`config.mk`:
```
export PLATFORM = sky130hd
export DESIGN_NAME = fpc_counter
export DESIGN_NICKNAME = d
export VERILOG_FILES = /design/src/rtl/fpc_pkg.sv /design/src/rtl/fpc_edge.sv /design/src/rtl/fpc_gate.sv /design/src/rtl/fpc_acc.sv /design/src/rtl/fpc_counter.sv
export SDC_FILE = /design/constraint.sdc
export NUM_CORES = 1
export LEC_CHECK = 0
export ABC_AREA = 1
export ABC_CLOCK_PERIOD_IN_PS = 2000
export BUFFER_PORTS_ARGS = -buffer_cell sky130_fd_sc_hd__buf_2
export CAP_MARGIN = 40
export CELL_PAD_IN_SITES_DETAIL_PLACEMENT = 0
export CELL_PAD_IN_SITES_GLOBAL_PLACEMENT = 1
export CORE_MARGIN = 8
export CORE_UTILIZATION = 41
export CTS_CLUSTER_SIZE = 25
export DETAILED_ROUTE_END_ITERATION = 12
export HOLD_SLACK_MARGIN = 0.12
export PLACE_DENSITY = 0.81
export SLEW_MARGIN = 20
export SYNTH_ARGS = -nofsm -noshare
export SYNTH_HDL_FRONTEND = slang
export SYNTH_SLANG_ARGS = --single-unit
```
`constraint.sdc`:
```
create_clock -name clk -period 2 [get_ports clk]
set_input_delay 0.3 -clock clk [delete_from_list [all_inputs] [get_ports clk]]
set_output_delay 0.3 -clock clk [all_outputs]
set_load 0.02 [all_outputs]
```
`src/rtl/fpc_pkg.sv`:
```
package fpc_pkg;
    typedef enum logic [1:0] {
        S_IDLE    = 2'd0,
        S_ARM     = 2'd1,
        S_MEASURE = 2'd2,
        S_DONE    = 2'd3
    } fpc_state_t;
endpackage

```
`src/rtl/fpc_edge.sv`:
```
module fpc_edge #(
    parameter int N = 2
) (
    input  logic         clk,
    input  logic         rst_n,
    input  logic [N-1:0] sig,
    output logic [N-1:0] rise
);
    for (genvar i = 0; i < N; i++) begin : g_bit
        logic prev_q;
        always_ff @(posedge clk or negedge rst_n) begin
            if (!rst_n) prev_q <= 1'b0;
            else        prev_q <= sig[i];
        end
        assign rise[i] = sig[i] & ~prev_q;
    end
endmodule

```
`src/rtl/fpc_gate.sv`:
```
module fpc_gate #(
    parameter int GATE_TICKS = 6
) (
    input  logic clk,
    input  logic rst_n,
    input  logic clr,
    input  logic run,
    input  logic tick,
    input  logic long_sel,
    output logic expire
);
    localparam int MAXT = 2 * GATE_TICKS;
    localparam int TW   = $clog2(MAXT + 1);

    logic [TW-1:0] ticks_q;
    logic [TW-1:0] target;

    assign target = long_sel ? TW'(MAXT) : TW'(GATE_TICKS);
    assign expire = run && tick && (ticks_q == target - TW'(1));

    always_ff @(posedge clk or negedge rst_n) begin
        if (!rst_n)            ticks_q <= '0;
        else if (clr)          ticks_q <= '0;
        else if (run && tick)  ticks_q <= ticks_q + TW'(1);
    end


    gate_bound_chk: assert property (@(posedge clk) disable iff (!rst_n)
        ticks_q <= target);
endmodule

```
`src/rtl/fpc_acc.sv`:
```
module fpc_acc #(
    parameter int CNT_W = 20
) (
    input  logic             clk,
    input  logic             rst_n,
    input  logic             clr,
    input  logic             inc,
    output logic [CNT_W-1:0] value
);
    localparam logic [CNT_W-1:0] ALL_ONES = '1;

    always_ff @(posedge clk or negedge rst_n) begin
        if (!rst_n)                        value <= '0;
        else if (clr)                      value <= '0;
        else if (inc && value != ALL_ONES) value <= value + CNT_W'(1);
    end


    no_wrap_chk: assert property (@(posedge clk) disable iff (!rst_n)
        (value == ALL_ONES && !clr) |=> value == ALL_ONES);
endmodule

```
`src/rtl/fpc_counter.sv`:
```
module fpc_counter
    import fpc_pkg::*;
#(
    parameter int CNT_W      = 20,
    parameter int GATE_TICKS = 6
) (
    input  logic             clk,
    input  logic             rst_n,
    input  logic             enable,
    input  logic             sel_high,
    input  logic             freq_mode,
    input  logic             gate_long,
    input  logic             ref_tick,
    input  logic             high_in,
    input  logic             low_in,
    output logic [CNT_W-1:0] count,
    output logic             done,
    output logic             busy
);
    fpc_state_t state_q, state_d;
    logic       en_q, start;
    logic       cfg_high, cfg_period, cfg_long, per_seen;
    logic [1:0] rise;
    logic       sel_edge, expire, acc_inc, gate_run, new_period;

    assign start      = enable & ~en_q;
    assign new_period = ~sel_high & ~freq_mode;

    fpc_edge #(.N(2)) u_edge (
        .clk(clk), .rst_n(rst_n), .sig({high_in, low_in}), .rise(rise)
    );
    assign sel_edge = cfg_high ? rise[1] : rise[0];

    assign gate_run = (state_q == S_MEASURE) && !cfg_period && !start;
    fpc_gate #(.GATE_TICKS(GATE_TICKS)) u_gate (
        .clk(clk), .rst_n(rst_n), .clr(start), .run(gate_run),
        .tick(ref_tick), .long_sel(cfg_long), .expire(expire)
    );

    assign acc_inc = (state_q == S_MEASURE) && (cfg_period || sel_edge);
    fpc_acc #(.CNT_W(CNT_W)) u_acc (
        .clk(clk), .rst_n(rst_n), .clr(start), .inc(acc_inc), .value(count)
    );

    always_ff @(posedge clk or negedge rst_n) begin
        if (!rst_n) begin
            en_q       <= 1'b0;
            cfg_high   <= 1'b0;
            cfg_period <= 1'b0;
            cfg_long   <= 1'b0;
            per_seen   <= 1'b0;
        end else begin
            en_q <= enable;
            if (start) begin
                cfg_high   <= sel_high;
                cfg_period <= new_period;
                cfg_long   <= gate_long;
                per_seen   <= 1'b0;
            end else if (state_q == S_MEASURE && cfg_period && sel_edge) begin
                per_seen <= 1'b1;
            end
        end
    end

    // State register
    always_ff @(posedge clk or negedge rst_n) begin
        if (!rst_n) state_q <= S_IDLE;
        else        state_q <= state_d;
    end

    // Next state
    always_comb begin
        state_d = state_q;
        if (start) begin
            state_d = new_period ? S_ARM : S_MEASURE;
        end else begin
            unique case (state_q)
                S_IDLE:  state_d = S_IDLE;
                S_ARM:   if (sel_edge) state_d = S_MEASURE;
                S_MEASURE: begin
                    if (cfg_period) begin
                        if (sel_edge && (!cfg_long || per_seen)) state_d = S_DONE;
                    end else if (expire) begin
                        state_d = S_DONE;
                    end
                end
                S_DONE:  state_d = S_DONE;
            endcase
        end
    end

    // Outputs
    always_comb begin
        done = 1'b0;
        busy = 1'b0;
        unique case (state_q)
            S_IDLE:    ;
            S_ARM:     busy = 1'b1;
            S_MEASURE: busy = 1'b1;
            S_DONE:    done = 1'b1;
        endcase
    end


    start_clear_chk: assert property (@(posedge clk) disable iff (!rst_n)
        start |=> (count == '0 && !done && busy));

    done_hold_chk: assert property (@(posedge clk) disable iff (!rst_n)
        (done && !start) |=> (done && $stable(count)));

    done_entry_chk: assert property (@(posedge clk) disable iff (!rst_n)
        $rose(done) |-> $past(busy));

    monotonic_chk: assert property (@(posedge clk) disable iff (!rst_n)
        (busy && !start) |=> count >= $past(count));
endmodule

```
==> metrics.md, run 1 <==
| Metric | Value |
|---|---|
| Arrival time worst endpoint | 1.93 ns |
| Max-slew violation count | 0 |
| Hpwl dp | 4000 um |
| Drt via density | 4.83 |
| R2r startpoint | u_acc.value[1]$_DFFE_PN0P_ |
| CTS Buffer Depth | 2 |
| Die area | 7590 um^2 |
| Worst Slack Setup Final | 0.237 ns |
| Synth warn | 0 |
| Clock latency on the worst-skew pair | 0.28 ns |
| Effective utilization at floorplan | 0.414 |
| Mapped Area | about 2100 um^2 |
| R2R Path End | u_acc.value[1]$_DFFE_PN0P_ |
| Clock slew at the register clock pins of the worst setup and hold paths | approximately 0.060 ns |
| Hold Violations, Final | 0 |
| WL final | 5340 um |
| WHS Path Cells | 1 |
| GR Overflow Total | 0 |
| Hold crit path type | in -> reg |
| Post-Route Skew | 0.00792 ns |
| Buffers on Ports | 30 |
| Drt pass-1 iters | 4 |
| First-pass GRT wire length | slightly above 9000 um |
| Syn Inst Count | 289 |
| Critical Path Slowest Stage Cell | dfrtp_1 |
| Ant diodes | 0 |
| Worst Setup Start Kind | flip-flop |
| Synth cell types | 25 |
| R2R cell count | 10 |
| Number of I/O pins | 31 |
| Die H | 87.1 um |
| # fillers | 541 |
| Post-CTS sizing | 0 |
| Status | finished clean |
| Post-synthesis register bit count | 33 |
| Tcrit/Tclk final | 0.881 |
| Largest net degree at the start of global routing | 34 |
| Crit-path cells | ha_1, nand2_1, nor2_4, nand2_4, nor2_4, nand2_2, nand2_2, nor2_2, nand2_1, nand2_1 |
| First DRT Iteration DRCs | 97 |
| Hold path endpoint | en_q$_DFF_PN0_ |
| Die X | 87.1 um |
| GP Congestion | 0.780 |
| Core ar. | 5010 um^2 |
| Initial antenna violation count | 0 |
| Worst-margin pin slew | 0.432 ns |
| Clk root buf | clkbuf_8 |
| CTS tree | built |
| Final period demand of the worst path | 1.76 ns |
| DR WL/cell | between 10 and 15 um |
| Crit path largest cell delay | 0.38 ns |
| Number of global-route vias before repair | 1940 |
| Leakage | 1.28 nW |
| Critical Path End Type | flip-flop |
| DP Worst Slack | between 0.2 and 0.25 ns |
| Final setup viols | 0 |
| Total track usage | 0.155 |
| Total Nets Final | 351 |
| Hold_sp | enable |
| Slew HR | 0.711 |
| Worst EP required | 2.17 ns |
| PD cells | 765 nW/um^2 |
| Cell mode on critical path | nand2_1 |
| Fmax | 0.567 GHz |
| Kind of critical path | reg -> reg |
| Antenna-violating nets left | 0 |
| Most common cell after layout, fill and taps aside | nand2_1 |
| Most frequent cells in the layout | nand2_1, nand3_1, dfrtp_1 |
| RSZ-0062 raised after global routing | no |
| Max-Cap Viols | 0 |
| Total number of vias | 1965 |
| CP max FO | 20 |
| Worst vdd ir | 0.560 mV |
| Synthesized Nets | 304 |
| Fraction of layout cells with a size suffix above 1 | 0.187 |
| Avg Cell Area, Syn | 7.18 um^2 |
| # DRC | 0 |
| # rows | 26 |
| R2R setup slack | 0.24 ns |
| Post-synthesis sequential area ratio | 0.398 |
| Setup TNS | 0 ns |
| Layout area overhead | 20.2% |
| CTS buffer count | 5 |
| H-tree Lvls | 2 |
| Clock sink count | 33 |
repair_timing:
| action | CTS | global route |
|---|---|---|
| hold endpoints to repair | 0 | 7 |
| buffers inserted | 0 | 0 |
| hold buffers | 0 | 1 |
cell type report:
cell class              count  area (um^2)  share of cell area
clock buffers               6         72.6              0.0291
clock inverters             2         10.0             0.00401
inverters                  33          124              0.0497
multi-input cells         216         1080               0.434
flip-flops and latches     33          826               0.331
well taps                  70         87.6              0.0351
repair buffers             47          293               0.117
flip-flops by register name, indices dropped and copies added (netlist names):
signal               flops
cfg_period               1
u_gate.ticks_q           4
u_edge.g_bit.prev_q      2
cfg_long                 1
u_acc.value             20
per_seen                 1
cfg_high                 1
state_q                  2
en_q                     1
logic make-up after synthesis:
family / after synthesis / synth area share
and+or+nand+nor: 179 / 0.392
DFF: 33 / 0.398
adders and majority gates: 6 / 0.0362
xor gates and xnor gates: 9 / 0.0380
AOI/OAI and AO/OA: 22 / 0.0549
buffers and inverters: 40 / 0.0808
worst max path at each step:
stage	startpoint	to	slack [ns]	depth (start not counted)
after floorplan	u_acc.value[0]$_DFFE_PN0P_	u_acc.value[17]$_DFFE_PN0P_	0.31	11
after global placement	u_acc.value[1]$_DFFE_PN0P_	u_acc.value[11]$_DFFE_PN0P_	0.06	8
after detailed placement	u_acc.value[1]$_DFFE_PN0P_	u_acc.value[1]$_DFFE_PN0P_	0.23	10
after CTS	u_acc.value[1]$_DFFE_PN0P_	u_acc.value[1]$_DFFE_PN0P_	0.22	10
after global routing	state_q[0]$_DFFE_PN0P_	state_q[0]$_DFFE_PN0P_	0.03	10
final	u_acc.value[1]$_DFFE_PN0P_	u_acc.value[1]$_DFFE_PN0P_	0.24	10
worst max-delay path, delay by kind of cell, from the launching register on:
| family | cells | cell delay, ns |
|---|---|---|
| and+or+nand+nor | 9 | 1.08 |
| DFF | 1 | 0.38 |
| adders and majority gates | 1 | 0.20 |
Yosys cell counts:
cell | n | share of area
a31oi_1 | 1 | 0.0030
xor2_1 | 7 | 0.030
o21ai_0 | 12 | 0.029
nand2_1 | 85 | 0.15
a21oi_1 | 3 | 0.0072
and2_1 | 1 | 0.0030
ha_1 | 6 | 0.036
nand2_2 | 4 | 0.012
nand2_4 | 1 | 0.0054
clkbuf_1 | 3 | 0.0054
a21boi_0 | 1 | 0.0036
nor2_2 | 2 | 0.0060
o21ai_1 | 5 | 0.012
nor2_1 | 27 | 0.049
buf_6 | 2 | 0.011
nor3_1 | 3 | 0.0072
dfrtp_1 | 33 | 0.40
nand4_1 | 3 | 0.0090
nand3b_1 | 8 | 0.029
nor2_4 | 3 | 0.016
clkinv_1 | 1 | 0.0018
xnor2_1 | 2 | 0.0084
buf_2 | 2 | 0.0048
nand3_1 | 42 | 0.10
inv_1 | 32 | 0.058
power by group:
group	switching, mW	leakage, nW	internal (mW)
Combinational	0.395	0.790	0.208
Clock	0.245	0.0450	0.241
Sequential	0.0721	0.441	0.745
metal layers:
layer | routed length (um) | GRT usage | share of wire
met1 | 2630 | 0.202 | 0.49
met2 | 2410 | 0.248 | 0.45
met3 | 243 | 0.0387 | 0.046
met4 | 54 | 0.0422 | 0.010
met5 | 0 | 0 | 0
through the flow:
stage | hold slack (ns) | instance area [um^2] | cells | total power, mW | util
floorplan | 0.00441 | 2070 | 289 | 1.25 | -
global placement | 0.424 | 2370 | 396 | 1.42 | 0.474
detailed placement | 0.429 | 2380 | 397 | 1.43 | 0.475
CTS | 0.123 | 2460 | 405 | 1.92 | 0.492
global route | 0.129 | 2490 | 407 | 2.06 | 0.498
finish | 0.139 | 2490 | 407 | 1.91 | 0.498
Note: power is estimated with default switching activity, not from simulation.
==> inputs of run 2 (changes only) <==
==> constraint.sdc (replaced) <==
create_clock -name clk -period 2 [get_ports clk]
set_input_delay 0.4 -clock clk [delete_from_list [all_inputs] [get_ports clk]]
set_output_delay 0.4 -clock clk [all_outputs]
set_load 0.02 [all_outputs]
==> run 2 against run 1 <==
Register-to-register slack got worse by 0.02 ns. Design area fell by 1.1%. Global-route usage fell by 0.25 points. Sequential power barely moved. Largest power group unchanged. Combinational power barely moved. Critical path depth did not move. Setup slack got worse by 0.022 ns. Sequential share of layout area rose by 0.35 points. Via count rose by 0.66%. Worst hold slack improved by 0.097 ns. Flip-flop and latch count did not move. Non-clock buffer count fell by 5.
==> metrics.md, run 2 (synthesis gave the netlist of run 1 again) <==
| Metric | Value |
|---|---|
| Status | finished clean |
| Cell Area, Placed | 2340 um^2 (-1.6%) |
| GR Overflow Total | 0 (unchanged) |
| Number of global-route vias before repair | 1961 (+1.1%) |
| Hold Violations, Final | 0 (unchanged) |
| Layout area overhead | 18.9% |
| WL met1 | 2510 um (-4.7%) |
| Max FFs per register | 20 (unchanged) |
| CTS Buffer Depth | 2 (unchanged) |
| Total track usage | 0.153 (-0.00251) |
| CTS buffer count | 5 (unchanged) |
| Total Nets Final | 346 (-1.4%) |
| Clk root buf | clkbuf_8 |
| Number of I/O pins | 31 (unchanged) |
| Cell mode on critical path | nand2_1 |
| DR WL met2 | 2410 um (-0.12%) |
| Clock slew at the register clock pins of the worst setup and hold paths | 0.07 ns (about the same) |
| Max-Cap Viols | 0 (unchanged) |
| Total number of vias | 1978 (+0.66%) |
| Placed cell count | 392 (-1.3%) |
| Crit-path cells | ha_1, nand2_1, nor2_4, nand2_4, nor2_4, nand2_2, nand2_2, nor2_2, nand2_1, nand2_1 |
| Worst EP required | 2.18 ns (about the same) |
| First DRT Iteration DRCs | 122 (+26%) |
| Most common cell after layout, fill and taps aside | nand2_1 |
| First-pass GRT wire length | 9260 um (-0.53%) |
| Slew HR | 0.711 (about the same) |
| Initial antenna violation count | 0 (unchanged) |
| GP Congestion | 0.834 (+6.9%) |
| H-tree Lvls | 2 (unchanged) |
| Worst vdd ir | 0.708 mV (+27%) |
| Drt via density | 4.93 (+2.2%) |
| Die area | 7590 um^2 (unchanged) |
| Tcrit/Tclk final | 0.892 (+0.0111) |
| Hpwl dp | 3960 um (-1.1%) |
| CP max FO | 20 (unchanged) |
| Clock latency on the worst-skew pair | 0.29 ns (about the same) |
| Critical Path Slowest Stage Cell | dfrtp_1 |
| Antenna-violating nets left | 0 (unchanged) |
| Post-CTS sizing | 0 (unchanged) |
| Setup repair bufs after CTS | 0 (unchanged) |
| Effective utilization at floorplan | 0.414 (unchanged) |
| CTS tree | built |
| DR WL/cell | 13.1 um (about the same) |
| Most frequent cells in the layout | nand2_1, nand3_1, dfrtp_1 |
| Post-Route Skew | 0.00805 ns (+0.000128 ns) |
| Leakage | 1.25 nW (-1.9%) |
| WL final | 5260 um (-1.4%) |
| Final instance area | 2470 um^2 (-1.1%) |
| Core ar. | 5010 um^2 (unchanged) |
| Crit path largest cell delay | 0.39 ns (about the same) |
| Drt pass-1 iters | 4 (unchanged) |
| Largest net degree at the start of global routing | 36 (+5.9%) |
| Die H | 87.1 um (unchanged) |
| RSZ-0062 raised after global routing | no |
| Fmax | 0.560 GHz (-1.2%) |
| Fin Hold WS | 0.236 ns (+0.0969 ns) |
| Worst-margin pin slew | 0.433 ns (+0.00148 ns) |
| Die X | 87.1 um (unchanged) |
| Final setup viols | 0 (unchanged) |
| Setup TNS | 0 ns (unchanged) |
| PD cells | 785 nW/um^2 (+2.6%) |
| WP buf/inv | 0 (unchanged) |
| Clock sink count | 33 (unchanged) |
| Critical Path End Type | flip-flop |
| Buffers on Ports | 30 (unchanged) |
| Met3 wire length | 286 um (+18%) |
| # rows | 26 (unchanged) |
| Finished Layout Cells | 401 (-1.5%) |
| Kind of critical path | reg -> reg |
| Top routing layer used | met4 |
| Hold crit path type | in -> reg |
| Reg with most FFs | u_acc.value |
| Final period demand of the worst path | 1.78 ns (+0.0222 ns) |
| Fraction of layout cells with a size suffix above 1 | 0.172 (-0.0147) |
| Ant diodes | 0 (unchanged) |
| Max-slew violation count | 0 (unchanged) |
| # DRC | 0 (unchanged) |
| Top flop regs | u_acc.value (20), u_gate.ticks_q (4) |
| CP delay by family, top | simple AND/OR/NAND/NOR gates |
| Worst Setup Start Kind | flip-flop |
| Arrival time worst endpoint | 1.96 ns (+0.03 ns) |
-- run 2: power breakdown --
part,switching (mW),leakage [nW],internal (mW)
clock network,0.242,0.0443,0.273
logic,0.394,0.767,0.209
registers,0.0737,0.441,0.745
-- run 2: path summary, 6_finish.rpt --
kind                                       startpoint                               end  slack [ns]  depth (start not counted)
setup / recovery           u_acc.value[1]$_DFFE_PN0P_       u_acc.value[17]$_DFFE_PN0P_        0.22                         10
hold reg to reg                  per_seen$_DFFE_PN0P_              per_seen$_DFFE_PN0P_        0.53                          2
max in group asynchronous                       rst_n     u_gate.ticks_q[2]$_DFFE_PN0P_        1.03                          3
min in group asynchronous                       rst_n        u_acc.value[7]$_DFFE_PN0P_        0.55                          2
hold / removal                                high_in  u_edge.g_bit[1].prev_q$_DFF_PN0_        0.24                          1
setup reg to reg           u_acc.value[1]$_DFFE_PN0P_       u_acc.value[17]$_DFFE_PN0P_        0.22                         10
-- run 2: repair_timing --
item	in CTS	in global routing
hold buffers	0	1
endpoints found under the hold margin	0	11
endpoints found under the setup margin	0	0
-- run 2: cell type report --
cell class	count	area (um^2)
multi-input combinational	216	1080
inverter	33	124
fill	530	2540
sequential	33	826
tap	70	87.6
clock buffer	7	86.3
timing repair buffer	42	263
-- run 2: stage by stage --
stage	power [mW]	utilization	setup WS (ns)
after CTS	1.95	0.485	0.196
after detailed placement	1.43	0.468	0.209
after global placement	1.41	0.466	0.0379
after floorplan	1.25	-	0.306
after global routing	2.08	0.493	0.0148
final	1.94	0.493	0.215
-- run 2: routing by layer --
layer,vias up,global-route usage
met1,925,0.193
met5,-,0
li1,1004,-
met3,6,0.0396
met2,43,0.248
met4,0,0.0422
==> inputs of run 3 (changes only) <==
--- a/config.mk
+++ b/config.mk
@@ -5,7 +5,6 @@
 export SDC_FILE = /design/constraint.sdc
 export NUM_CORES = 1
 export LEC_CHECK = 0
-export ABC_AREA = 1
 export ABC_CLOCK_PERIOD_IN_PS = 2000
 export BUFFER_PORTS_ARGS = -buffer_cell sky130_fd_sc_hd__buf_2
 export CAP_MARGIN = 40
@@ -16,7 +15,7 @@
 export CTS_CLUSTER_SIZE = 25
 export DETAILED_ROUTE_END_ITERATION = 12
 export HOLD_SLACK_MARGIN = 0.12
-export PLACE_DENSITY = 0.81
+export PLACE_DENSITY = 0.77
 export SLEW_MARGIN = 20
 export SYNTH_ARGS = -nofsm -noshare
 export SYNTH_HDL_FRONTEND = slang
==> run 3 against run 2 <==
Critical endpoint is now u_acc.value[14]$_DFFE_PN0P_. Worst hold slack gained 0.014 ns. Die area down 11%. Setup slack worse by 0.079 ns. Sequential power hardly changed. Core utilization is 2.5 points higher. Combinational power decreased by 26%. Area after synthesis is 13% lower. Largest cell class unchanged.
==> metrics.md, run 3 <==
| Metric | Value |
|---|---|
| Number of global-route vias before repair | 1424 (-27%) |
| Die area | 6760 um^2 (-11%) |
| Largest net degree at the start of global routing | 34 (-5.6%) |
| CTS Buffer Depth | 2 (unchanged) |
| Comb power frac | 0.252 (-0.059) |
| Sw frac | 0.325 (-0.0416) |
| Ant diodes | 0 (unchanged) |
| Final setup viols | 0 (unchanged) |
| Clk root buf | clkbuf_8 |
| Setup repair bufs after CTS | 0 (unchanged) |
| Hold crit path type | in -> reg |
| Status | finished clean |
| Most frequent cells in the layout | dfrtp_1, buf_2, nor2_1 |
| Synth warn | 0 (unchanged) |
| CP max FO | 8 (-60%) |
| Total track usage | 0.126 (-0.0265) |
| Syn Inst Count | 184 (-36%) |
| Crit-path cells | inv_1, ha_1, nand3_1, a31o_2, nor4_1, xnor2_1, nor2_1 |
| CTS tree | built |
| Synthesized Nets | 199 (-35%) |
| Internal power | 1.20 mW (-2.4%) |
| Fraction of registers with async set/reset | 1.00 (unchanged) |
| Clock group share of total power | 0.286 (+0.020) |
| Reg with most FFs | u_acc.value |
| Sw Pwr | 0.576 mW (-19%) |
| Arrival time worst endpoint | 2.03 ns (+0.07 ns) |
| Post-synthesis sequential area ratio | 0.459 (+0.0612) |
| H-tree Lvls | 2 (unchanged) |
| Post-synth top area share | 0.459 (+0.0612) |
| Slew HR | 0.718 (+0.00653) |
| Top-count cell post-synth | dfrtp_1 |
| Leakage | 0.997 nW (-20%) |
| Critical Path Slowest Stage Cell | dfrtp_1 |
| # DRC | 0 (unchanged) |
| Most common library cells after synthesis | dfrtp_1, nor2_1, xnor2_1, nand2_1 |
| Max-slew violation count | 0 (unchanged) |
| Clock sink count | 33 (unchanged) |
| Hold Violations, Final | 0 (unchanged) |
| Fraction of layout cells with a size suffix above 1 | 0.272 (+0.0997) |
| PD cells | 799 nW/um^2 (+1.8%) |
| Tcrit/Tclk final | 0.932 (+0.0394) |
| Mapped Area | 1800 um^2 (-13%) |
| Buffers on Ports | 30 (unchanged) |
| Worst vdd ir | 0.604 mV (-15%) |
| Worst Setup Start Kind | flip-flop |
| Die X | 82.2 um (-5.6%) |
| Setup TNS | 0 ns (unchanged) |
| DP Worst Slack | 0.114 ns (-0.0947 ns) |
| Synth cell types | 43 (+72%) |
| Grt met1 use | 0.150 (-0.0431) |
| Core ar. | 4290 um^2 (-14%) |
| Synth area leaders | dfrtp_1, xnor2_1, nor2_1 |
| # rows | 24 (-7.7%) |
| Antenna-violating nets left | 0 (unchanged) |
| Number of I/O pins | 31 (unchanged) |
| Die H | 82.2 um (-5.6%) |
| Area leader, netlist | dfrtp_1 |
| WL final | 3930 um (-25%) |
| Max FFs per register | 20 (unchanged) |
| CTS buffer count | 5 (unchanged) |
| Hpwl dp | 2860 um (-28%) |
| Drt pass-1 iters | 4 (unchanged) |
| Clock slew at the register clock pins of the worst setup and hold paths | 0.07 ns (about the same) |
| First-pass GRT wire length | 6600 um (-29%) |
| First DRT Iteration DRCs | 68 (-44%) |
| Sequential share of power | 0.463 (+0.040) |
| Max-Cap Viols | 0 (unchanged) |
| Clock latency on the worst-skew pair | 0.28 ns (about the same) |
| Total number of vias | 1422 (-28%) |
| Grt peak-use layer | met2 |
| Met3 Use GR | 0.0411 (+0.00150) |
| Most common cell after layout, fill and taps aside | dfrtp_1 |
| Main synth FF type | dfrtp_1 |
| Post-synthesis register bit count | 33 (unchanged) |
| Number of synthesized flops with an enable pin | 0 (unchanged) |
| Worst EP required | 2.17 ns (about the same) |
| GR Overflow Total | 0 (unchanged) |
| Crit path largest cell delay | 0.42 ns (+0.03 ns) |
| DR WL/cell | 14.0 um (+6.9%) |
| Fmax | 0.537 GHz (-4.2%) |
| Post-Route Skew | 0.00321 ns (-0.00484 ns) |
| Final period demand of the worst path | 1.86 ns (+0.0788 ns) |
| Worst-margin pin slew | 0.423 ns (-0.0107 ns) |
| Avg Cell Area, Syn | 9.77 um^2 (+36%) |
| Met2 usage | 0.211 (-0.0370) |
| Kind of critical path | reg -> reg |
| Critical Path End Type | flip-flop |
| Total Nets Final | 243 (-30%) |
| Worst Slack Setup Final | 0.136 ns (-0.0788 ns) |
| Layout area overhead | 23.5% |
| Drt via density | 5.08 (+3.0%) |
| RSZ-0062 raised after global routing | no |
| GP Congestion | 0.767 (-8.1%) |
| Effective utilization at floorplan | 0.419 (+0.00462) |
| Top flop regs | u_acc.value (20), u_gate.ticks_q (4) |
| Initial antenna violation count | 0 (unchanged) |
run 3: cell types whose count changed after synthesis, moves of 7 or more:
cell,delta
nand3_1,-35
inv_1,-25
o21ai_0,-11
a211oi_1,+7
xnor2_1,+14
nand2_1,-71
nand3b_1,-7
run 3: cells by family (layout without fill, tap and decap cells):
family / count (synthesis) / in the layout / synth area share
AND/OR/NAND/NOR: 83 / 83 / 0.252
flip-flops: 33 / 33 / 0.459
AO/OA/AOI/OAI: 28 / 28 / 0.116
XOR/XNOR: 18 / 18 / 0.0877
buffers and inverters: 14 / 58 / 0.0327
adder cells (fa/ha/maj): 6 / 6 / 0.0418
multiplexers: 2 / 2 / 0.0111
run 3: per-stage QoR:
step	power, mW	hold WS (ns)	instances	util	cell area [um^2]
final	1.77	0.250	280	0.517	2220
after global routing	1.89	0.238	280	0.517	2220
after CTS	1.79	0.212	278	0.506	2170
after detailed placement	1.27	0.498	271	0.486	2090
after global placement	1.27	0.491	271	0.486	2090
after floorplan	1.15	0.104	184	-	1800
run 3: final cells by class:
type / count / area (um^2)
fillers: 402 / 2070
multi-input cells: 137 / 927
flip-flops and latches: 33 / 826
repair buffers: 44 / 290
clock buffers: 7 / 86.3
well taps: 52 / 65.1
inverters: 7 / 26.3
run 3: what timing repair did:
item | in CTS | in global routing
setup endpoints to repair | 0 | 2
hold buffers | 0 | 1
gates resized for setup | 0 | 2
endpoints found under the hold margin | 0 | 12
run 3: layer usage:
metal  vias up  wire length (um)
li1        739                 -
met1       658              1810
met2        20              1890
met3         5               186
met4         0                41
met5         -                 0
run 3: power groups by stage:
stage | Clock, mW | Sequential, mW | Combinational (mW)
3_3_place_gp | 0 | 0.830 | 0.443
2_1_floorplan | 0 | 0.842 | 0.307
4_1_cts | 0.530 | 0.819 | 0.446
5_1_grt | 0.565 | 0.833 | 0.495
3_5_place_dp | 0 | 0.830 | 0.444
6_report | 0.507 | 0.820 | 0.446
run 3: worst max-delay path, delay by kind of cell, from the launching register on:
kind	cells	cell delay (ns)
AO/OA/AOI/OAI	1	0.30
XOR/XNOR	1	0.16
adder cells (fa/ha/maj)	1	0.31
buffers and inverters	1	0.11
flip-flops	1	0.42
AND/OR/NAND/NOR	3	0.47
run 3: final timing paths:
kind	cells after the start	from	endpoint	slack, ns
max	7	state_q[0]$_DFFE_PN0P_	u_acc.value[14]$_DFFE_PN0P_	0.14
min	1	low_in	u_edge.g_bit[0].prev_q$_DFF_PN0_	0.25
max reg2reg	7	state_q[0]$_DFFE_PN0P_	u_acc.value[14]$_DFFE_PN0P_	0.14
min reg2reg	2	per_seen$_DFFE_PN0P_	per_seen$_DFFE_PN0P_	0.50
max in group asynchronous	3	rst_n	u_edge.g_bit[1].prev_q$_DFF_PN0_	1.03
min in group asynchronous	2	rst_n	u_acc.value[16]$_DFFE_PN0P_	0.55
